### src/rtl/spdisc_pkg.sv
package spdisc_pkg;

    localparam int unsigned DEF_BASE = 128;

    typedef struct packed {
        logic slow;
        logic locked;
    } verdict_t;

    // select pins -> left shift of the base count (11:0, 01:1, 10:2, 00:3)
    function automatic logic [1:0] sel_shift(input logic n1, input logic n2);
        return {~n2, ~n1};
    endfunction

endpackage

### src/rtl/spdisc_edge.sv
module spdisc_edge (
    input  logic clk,
    input  logic rst,
    input  logic fg,
    output logic fg_rise
);
    logic fg_q;

    always_ff @(posedge clk) begin
        if (rst) fg_q <= 1'b1;
        else     fg_q <= fg;
    end

    assign fg_rise = fg & ~fg_q;
endmodule

### src/rtl/spdisc_target.sv
module spdisc_target #(
    parameter int unsigned BASE  = 128,
    parameter int          CNT_W = 12
) (
    input  logic             clk,
    input  logic             rst,
    input  logic             fg_rise,
    input  logic             n1,
    input  logic             n2,
    output logic [CNT_W-1:0] tgt
);
    import spdisc_pkg::*;

    localparam logic [CNT_W-1:0] BASE_V = CNT_W'(BASE);

    logic [CNT_W-1:0] live;
    assign live = BASE_V << sel_shift(n1, n2);

    always_ff @(posedge clk) begin
        if (rst || fg_rise) tgt <= live;
    end
endmodule

### src/rtl/spdisc_period.sv
module spdisc_period #(
    parameter int CNT_W = 12
) (
    input  logic             clk,
    input  logic             rst,
    input  logic             tick_en,
    input  logic             fg_rise,
    input  logic [CNT_W-1:0] tgt,
    output logic [CNT_W-1:0] cnt,
    output logic             sat_hit
);
    logic [CNT_W-1:0] limit;
    assign limit = tgt << 1;

    always_ff @(posedge clk) begin
        if (rst)
            cnt <= '0;
        else if (fg_rise)
            cnt <= {{(CNT_W-1){1'b0}}, tick_en};
        else if (tick_en && cnt < limit)
            cnt <= cnt + 1'b1;
    end

    assign sat_hit = !fg_rise && (cnt >= limit);
endmodule

### src/rtl/spdisc_judge.sv
module spdisc_judge #(
    parameter int CNT_W = 12
) (
    input  logic             clk,
    input  logic             rst,
    input  logic             fg_rise,
    input  logic             sat_hit,
    input  logic [CNT_W-1:0] meas,
    input  logic [CNT_W-1:0] tgt,
    output logic             have_ref,
    output logic             dout,
    output logic             ld_n
);
    import spdisc_pkg::*;

    verdict_t         v;
    logic [CNT_W-1:0] tol;

    always_comb begin
        tol      = tgt >> 4;
        v.slow   = meas > tgt;
        v.locked = (meas >= tgt - tol) && (meas <= tgt + tol);
    end

    always_ff @(posedge clk) begin
        if (rst) begin
            have_ref <= 1'b0;
            dout     <= 1'b0;
            ld_n     <= 1'b1;
        end else if (fg_rise) begin
            have_ref <= 1'b1;
            if (have_ref) begin
                dout <= v.slow;
                ld_n <= ~v.locked;
            end
        end else if (sat_hit && have_ref) begin
            dout <= 1'b1;
            ld_n <= 1'b1;
        end
    end
endmodule

### src/rtl/spdisc_top.sv
module spdisc_top #(
    parameter int unsigned BASE  = spdisc_pkg::DEF_BASE,
    parameter int          CNT_W = $clog2(BASE * 16) + 1
) (
    input  logic clk,
    input  logic rst,
    input  logic tick_en,
    input  logic fg,
    input  logic n1,
    input  logic n2,
    output logic dout,
    output logic ld_n
);
    logic             fg_rise;
    logic             sat_hit;
    logic             have_ref;
    logic [CNT_W-1:0] tgt_q;
    logic [CNT_W-1:0] cnt;

    spdisc_edge u_edge (
        .clk(clk), .rst(rst), .fg(fg), .fg_rise(fg_rise)
    );

    spdisc_target #(.BASE(BASE), .CNT_W(CNT_W)) u_target (
        .clk(clk), .rst(rst), .fg_rise(fg_rise), .n1(n1), .n2(n2), .tgt(tgt_q)
    );

    spdisc_period #(.CNT_W(CNT_W)) u_period (
        .clk(clk), .rst(rst), .tick_en(tick_en), .fg_rise(fg_rise),
        .tgt(tgt_q), .cnt(cnt), .sat_hit(sat_hit)
    );

    spdisc_judge #(.CNT_W(CNT_W)) u_judge (
        .clk(clk), .rst(rst), .fg_rise(fg_rise), .sat_hit(sat_hit),
        .meas(cnt), .tgt(tgt_q), .have_ref(have_ref), .dout(dout), .ld_n(ld_n)
    );
endmodule

### config.mk
export PLATFORM = sky130hd
export DESIGN_NAME = spdisc_top
export DESIGN_NICKNAME = d
export VERILOG_FILES = /design/src/rtl/spdisc_pkg.sv /design/src/rtl/spdisc_edge.sv /design/src/rtl/spdisc_target.sv /design/src/rtl/spdisc_period.sv /design/src/rtl/spdisc_judge.sv /design/src/rtl/spdisc_top.sv
export SDC_FILE = /design/constraint.sdc
export NUM_CORES = 1
export LEC_CHECK = 0
export BUFFER_PORTS_ARGS = -buffer_cell sky130_fd_sc_hd__buf_2
export CAP_MARGIN = 10
export CORE_MARGIN = 3
export CORE_UTILIZATION = 35
export CTS_CLUSTER_DIAMETER = 50
export DETAILED_ROUTE_END_ITERATION = 8
export SETUP_SLACK_MARGIN = 0.05
export SLEW_MARGIN = 30
export SYNTH_ARGS = -nofsm -noshare
export SYNTH_HDL_FRONTEND = slang
export SYNTH_SLANG_ARGS = --single-unit
### constraint.sdc
create_clock -name clk -period 5.9 [get_ports clk]
set_clock_uncertainty 0.15 [all_clocks]
set_input_delay 1.18 -clock clk [delete_from_list [all_inputs] [get_ports clk]]
set_output_delay 1.18 -clock clk [all_outputs]
set_load 0.02 [all_outputs]
==> results of run 1 <==
-- cells by family (layout without fill, tap and decap cells) --
kind of cell	after synthesis	in the layout	share of synthesized area
xor+xnor	8	8	0.04824
compound gates	34	34	0.1464
mux	1	1	0.007751
flops	20	20	0.3032
fa+ha+maj	24	24	0.2067
buf+inv	12	20	0.03703
simple gates	69	69	0.2507
-- worst reg2reg max path: stages, from the launching register on --
cell and delay (ns):
edfxtp_1 0.48, inv_1 0.16, ha_1 0.27, inv_1 0.08, o21ai_0 0.07, mux2_2 0.27, ha_1 0.30, a21oi_1 0.06
o21ai_0 0.28, a41oi_1 0.11, nor3_1 0.20, a31oi_1 0.09
-- placed cells by master (no fill, tap or decap), types with 2 or more instances in the layout --
cell and n:
nand4_1 6, or3_1 5, dfxtp_1 16, nand3_1 11, xnor2_1 2, nor2b_1 5
o211ai_1 2, edfxtp_1 4, nor3_1 5, buf_2 7, ha_1 24, inv_1 9
and3_1 4, nand2_1 11, clkbuf_8 3, nor2_1 13, a21oi_1 13, nand2b_1 2
o21ai_0 8, xor2_1 6
-- power breakdown --
part	total, mW	switching, mW	internal [mW]
sequential	0.148	0.00439	0.144
clock	0.0893	0.0430	0.0463
combinational	0.0476	0.0287	0.0190
-- state kept, by name, summed over array words and instances, names as in the netlist --
| name | cells |
|---|---|
| u_period.cnt | 12 |
| u_target.tgt | 4 |
| u_edge.fg_q | 1 |
| u_judge.dout | 1 |
| u_judge.have_ref | 1 |
| u_judge.ld_n | 1 |
-- per-layer routing --
metal / part of all wire / GRT usage / up-vias
met4: 0.020 / 0.06596 / 0
met2: 0.46 / 0.2297 / 14
met3: 0.027 / 0.01151 / 7
met5: 0 / 0 / -
li1: - / - / 638
met1: 0.49 / 0.1718 / 586
-- Yosys cell counts, types with 5 or more instances --
library cell,instances,area share
nor3_1,5,0.017
nand3_1,11,0.038
ha_1,24,0.21
dfxtp_1,16,0.22
or3_1,5,0.022
nand2_1,11,0.028
nor2_1,13,0.034
nor2b_1,5,0.022
a21oi_1,13,0.045
xor2_1,6,0.036
nand4_1,6,0.026
o21ai_0,8,0.028
inv_1,9,0.023
-- path summary, 6_finish.rpt --
path                          from           end  cells after the start
hold / removal    u_judge.have_ref  u_judge.dout                      1
hold reg to reg   u_judge.have_ref  u_judge.dout                      1
setup / recovery   u_target.tgt[7]  u_judge.ld_n                     11
setup reg to reg   u_target.tgt[7]  u_judge.ld_n                     11
-- layout make-up --
type,instances,area [um^2],area share
Timing Repair Buffer,7,35.03,0.02228
Sequential cell,20,440.4,0.2800
Tap cell,48,60.06,0.03819
Clock inverter,1,3.754,0.002387
Clock buffer,3,41.29,0.02625
Inverter,9,33.78,0.02148
Multi-Input combinational cell,136,958.4,0.6094
==> qor.csv, run 1 <==
stage,metric,value,unit
critical_path,WP data required,5.89,ns
yosys,Synth Flop Type,dfxtp_1,
yosys,Mapped Cells,168,
route,detailed router's first-iteration violation count,72,
critical_path,CP Data Arrival Time,2.63,ns
critical_path,worst path bufs/invs,2,
cts,PostCTS Resize Cnt,0,
yosys,asr flop ratio synth,0,
yosys,Yosys reg bits,20,
critical_path,CP Class,flip-flop to flip-flop,
power,Static Leak,0.6622,nW
cts,CTS Buf Count,3,
sta,Max Freq,379.3,MHz
global_routing,number of global-route vias before repair,1255,
critical_path,crit start category,flip-flop,
floorplanning,Ports,8,
cts,Worst-Skew Late Latency,0.26,ns
route,drt drc,0,
place,dpl hpwl,2473,um
sta,unrepaired setup endpoints after global routing,false,
sta,fin crit share,0.4469,
yosys,Post-Synthesis Mean Instance Area,8.647,um^2
cts,"Clk pin slew, worst setup/hold paths",0.07,ns
sta,"Slew Viols, Final",0,
sta,Hold Slack,0.3460,ns
floorplanning,Die Y,70.43,um
route,via count,1245,
route,post-route ant nets,0,
worst_hold_path,Hold Path Class,flip-flop to flip-flop,
power,worst vdd ir,109.4,uV
sta,final count of negative-setup-slack endpoints,0,
global_routing,antenna violations before repair,0,
cts,CTS max path bufs,2,
place,dpl ws,3.320,ns
route,First-pass DRT Iterations,4,
cts,# H-tree levels,1,
layout,final non-filler cell total,224,
global_routing,first-pass GRT wire length,5526,um
cts,Root Buffer,clkbuf_8,
layout,share of cells above drive strength 1,0.08523,
cts,Clock Sinks,20,
yosys,synthesized area,0.001453,mm^2
sta,count of final hold-check violations,0,
layout,fillers,390,
critical_path,Crit path max-delay family,compound AO/OA/AOI/OAI gates,
route,average routed wire per standard cell,14.06,um
place,DP Area,0.001528,mm^2
place,# port buffers,7,
global_routing,GR Util All Layers,0.1359,
power,Total Power Consumption,0.2851,mW
layout,"Design Area, Final",0.001573,mm^2
layout,final net count,207,
global_routing,GRT overflow,0,
floorplanning,CORE AREA,0.003826,mm^2
floorplanning,num rows,22,
sta,"Min Clock Period, post-route",2.637,ns
critical_path,R2R Setup Slk,3.26,ns
cts,cts hold-fix bufs,0,
yosys,register area share after synthesis,0.3032,
job,number of max-cap violations,0,
status,outcome,"finished, final reports clean",
floorplanning,initial core utilization,0.3797,
yosys,Synth Warn #,0,
route,total wire length,3149,um
sta,total negative setup slack,0,ns
critical_path,crit-path cells,inv_1 -> ha_1 -> inv_1 -> o21ai_0 -> mux2_2 -> ha_1 -> a21oi_1 -> o21ai_0 -> a41oi_1 -> nor3_1 -> a31oi_1,
layout,area grow syn2layout,8.269,%
layout,Final Util,0.4111,
sta,actual slew at the worst max-slew pin,0.6380,ns
route,DR vias/cell,5.558,
floorplanning,DIE AREA,0.004960,mm^2
yosys,Synth cell types,40,
global_routing,largest net degree at the start of global routing,16,
sta,fin worst setup slack,3.263,ns
layout,# diodes,0,
critical_path,critical-path cell with the highest stage delay,edfxtp_1,
place,gpl congestion,0.8364,
sta,Max-slew headroom,0.5747,
yosys,synthesized net count,198,
yosys,Post-synth EDFFs,4,
cts,post-CTS setup buffer count,0,
critical_path,Crit Path Max Fanout,6,
critical_path,Setup crit end kind,flip-flop,
power,Pwr Density,181.3,mW/mm^2
cts,CTS tree,built,
floorplanning,die width,70.43,um
critical_path,Slowest Stage Delay on Critical Path,0.48,ns
place,DP Cell Count,220,
Power figures use the tool's default switching activity.
==> inputs of run 2 (changes only) <==
==> constraint.sdc (replaced) <==
create_clock -name clk -period 2.6 [get_ports clk]
set_clock_uncertainty 0.15 [all_clocks]
set_input_delay 0.52 -clock clk [delete_from_list [all_inputs] [get_ports clk]]
set_output_delay 0.52 -clock clk [all_outputs]
set_load 0.02 [all_outputs]
==> run 2 against run 1 <==
  * Maximum frequency rose by 14%
  * Flip-flop and latch count did not move
  * Power rose by 130%
  * First-iteration DRC count fell by 13%
  * Global-route usage barely moved
==> qor.csv, run 2 (synthesis results as in run 1) <==
stage,metric,value,unit,change
status,outcome,"finished, final reports clean",,
route,post-route ant nets,0,,unchanged
place,DP Area,0.001558,mm^2,+2.0%
layout,most frequent cells in the layout,"ha_1, dfxtp_1, nor2_1, a21oi_1",,
cts,Clock Sinks,20,,unchanged
route,via count,1239,,-0.48%
critical_path,Setup crit end kind,flip-flop,,
cts,cts hold-fix bufs,0,,unchanged
critical_path,R2R cell count,11,,unchanged
route,drt drc,0,,unchanged
power,Static Leak,0.6814,nW,+2.9%
cts,CTS Buf Count,3,,unchanged
layout,"commonest non-fill, non-tap cell in the layout",ha_1,,
global_routing,antenna violations before repair,0,,unchanged
sta,fin crit share,0.8873,,+0.4404
global_routing,first-pass GRT wire length,5409,um,-2.1%
sta,Max Freq,433.5,MHz,+14%
cts,CTS tree,built,,
cts,Worst-Skew Late Latency,0.26,ns,about the same
route,detailed router's first-iteration violation count,63,,-13%
route,First-pass DRT Iterations,4,,unchanged
floorplanning,die width,70.43,um,unchanged
worst_hold_path,Hold Path Class,input port to flip-flop,,
layout,fillers,377,,-3.3%
floorplanning,DIE AREA,0.004960,mm^2,unchanged
sta,final count of negative-setup-slack endpoints,0,,unchanged
critical_path,WP data required,2.64,ns,-3.25 ns
floorplanning,CORE AREA,0.003826,mm^2,unchanged
job,number of max-cap violations,0,,unchanged
critical_path,CP Class,flip-flop to flip-flop,,
power,worst vdd ir,224.4,uV,+110%
global_routing,GR Util All Layers,0.1362,,+0.0003783
place,# port buffers,7,,unchanged
floorplanning,num rows,22,,unchanged
cts,post-CTS setup buffer count,0,,unchanged
critical_path,crit start category,flip-flop,,
cts,Root Buffer,clkbuf_8,,
cts,PostCTS Resize Cnt,0,,unchanged
layout,max reg flops,12,,unchanged
global_routing,largest net degree at the start of global routing,16,,unchanged
sta,total negative setup slack,0,ns,unchanged
worst_hold_path,WHS Path Cells,2,,+1
route,DR vias/cell,5.434,,-2.2%
cts,"Clk pin slew, worst setup/hold paths",0.07,ns,about the same
sta,"Slew Viols, Final",0,,unchanged
global_routing,number of global-route vias before repair,1155,,-8.0%
layout,# diodes,0,,unchanged
critical_path,Crit Path Max Fanout,6,,unchanged
sta,unrepaired setup endpoints after global routing,false,,
sta,Max-slew headroom,0.5664,,-0.008241
sta,count of final hold-check violations,0,,unchanged
layout,share of cells above drive strength 1,0.1111,,+0.02588
layout,area grow syn2layout,10.34,%,
route,total wire length,3238,um,+2.8%
place,gpl congestion,0.8170,,-2.3%
cts,# H-tree levels,1,,unchanged
sta,"Min Clock Period, post-route",2.307,ns,-0.3295 ns
floorplanning,Ports,8,,unchanged
place,dpl hpwl,2555,um,+3.3%
layout,biggest regs,"u_period.cnt x12, u_target.tgt x4",,
global_routing,GRT overflow,0,,unchanged
cts,CTS max path bufs,2,,unchanged
layout,"Design Area, Final",0.001603,mm^2,+1.9%
layout,final net count,211,,+1.9%
route,average routed wire per standard cell,14.20,um,+1.0%
power,Pwr Density,410.0,mW/mm^2,+130%
critical_path,CP Data Arrival Time,2.35,ns,-0.28 ns
sta,actual slew at the worst max-slew pin,0.6504,ns,+0.01236 ns
floorplanning,initial core utilization,0.3797,,unchanged
layout,Biggest register,u_period.cnt,,
floorplanning,Die Y,70.43,um,unchanged
run 2: layer usage:
metal / part of all wire / track usage / vias to the layer above
li1: - / - / 641
met1: 0.48 / 0.1834 / 568
met4: 0.018 / 0.05745 / 0
met3: 0.035 / 0.01439 / 5
met5: 0 / 0 / -
met2: 0.47 / 0.2193 / 25
run 2: power breakdown:
group	leakage (nW)	internal [mW]	total, mW	switching (mW)
clock network	0.0228	0.109	0.209	0.0998
registers	0.171	0.326	0.334	0.00805
logic	0.488	0.0457	0.114	0.0684
run 2: worst max-delay path: stages, from the launching register on:
cell	delay [ns]
edfxtp_1	0.41
inv_2	0.10
ha_1	0.23
inv_1	0.08
o21ai_0	0.07
mux2_2	0.27
ha_1	0.29
a21oi_1	0.14
o21ai_1	0.09
nor3_1	0.17
nand2_1	0.07
a31oi_1	0.17
run 2: worst paths after layout:
check / start / end / slack [ns]
max: u_target.tgt[8] / u_judge.ld_n / 0.29
max reg2reg: u_target.tgt[8] / u_judge.ld_n / 0.29
min reg2reg: u_period.cnt[1] / u_period.cnt[1] / 0.35
min: fg / u_edge.fg_q / 0.32
run 2: cell type report:
cell class | instances | area, um^2 | share of cell area
Inverter | 9 | 33.78 | 0.02108
Timing Repair Buffer | 11 | 65.06 | 0.04059
Sequential cell | 20 | 440.4 | 0.2748
Clock buffer | 4 | 45.04 | 0.02810
Multi-Input combinational cell | 136 | 958.4 | 0.5980
Tap cell | 48 | 60.06 | 0.03747
run 2: per-stage QoR:
step	cells	utilization	power, mW	hold slack (ns)	setup slack [ns]
CTS	228	0.4189	0.6637	0.3199	0.1905
global placement	224	0.4071	0.4497	0.3314	0.3182
global route	228	0.4189	0.6911	0.3249	0.06624
floorplan	168	-	0.4229	0.3085	0.3557
detailed placement	224	0.4071	0.4538	0.3358	0.1903
finish	228	0.4189	0.6572	0.3242	0.2930
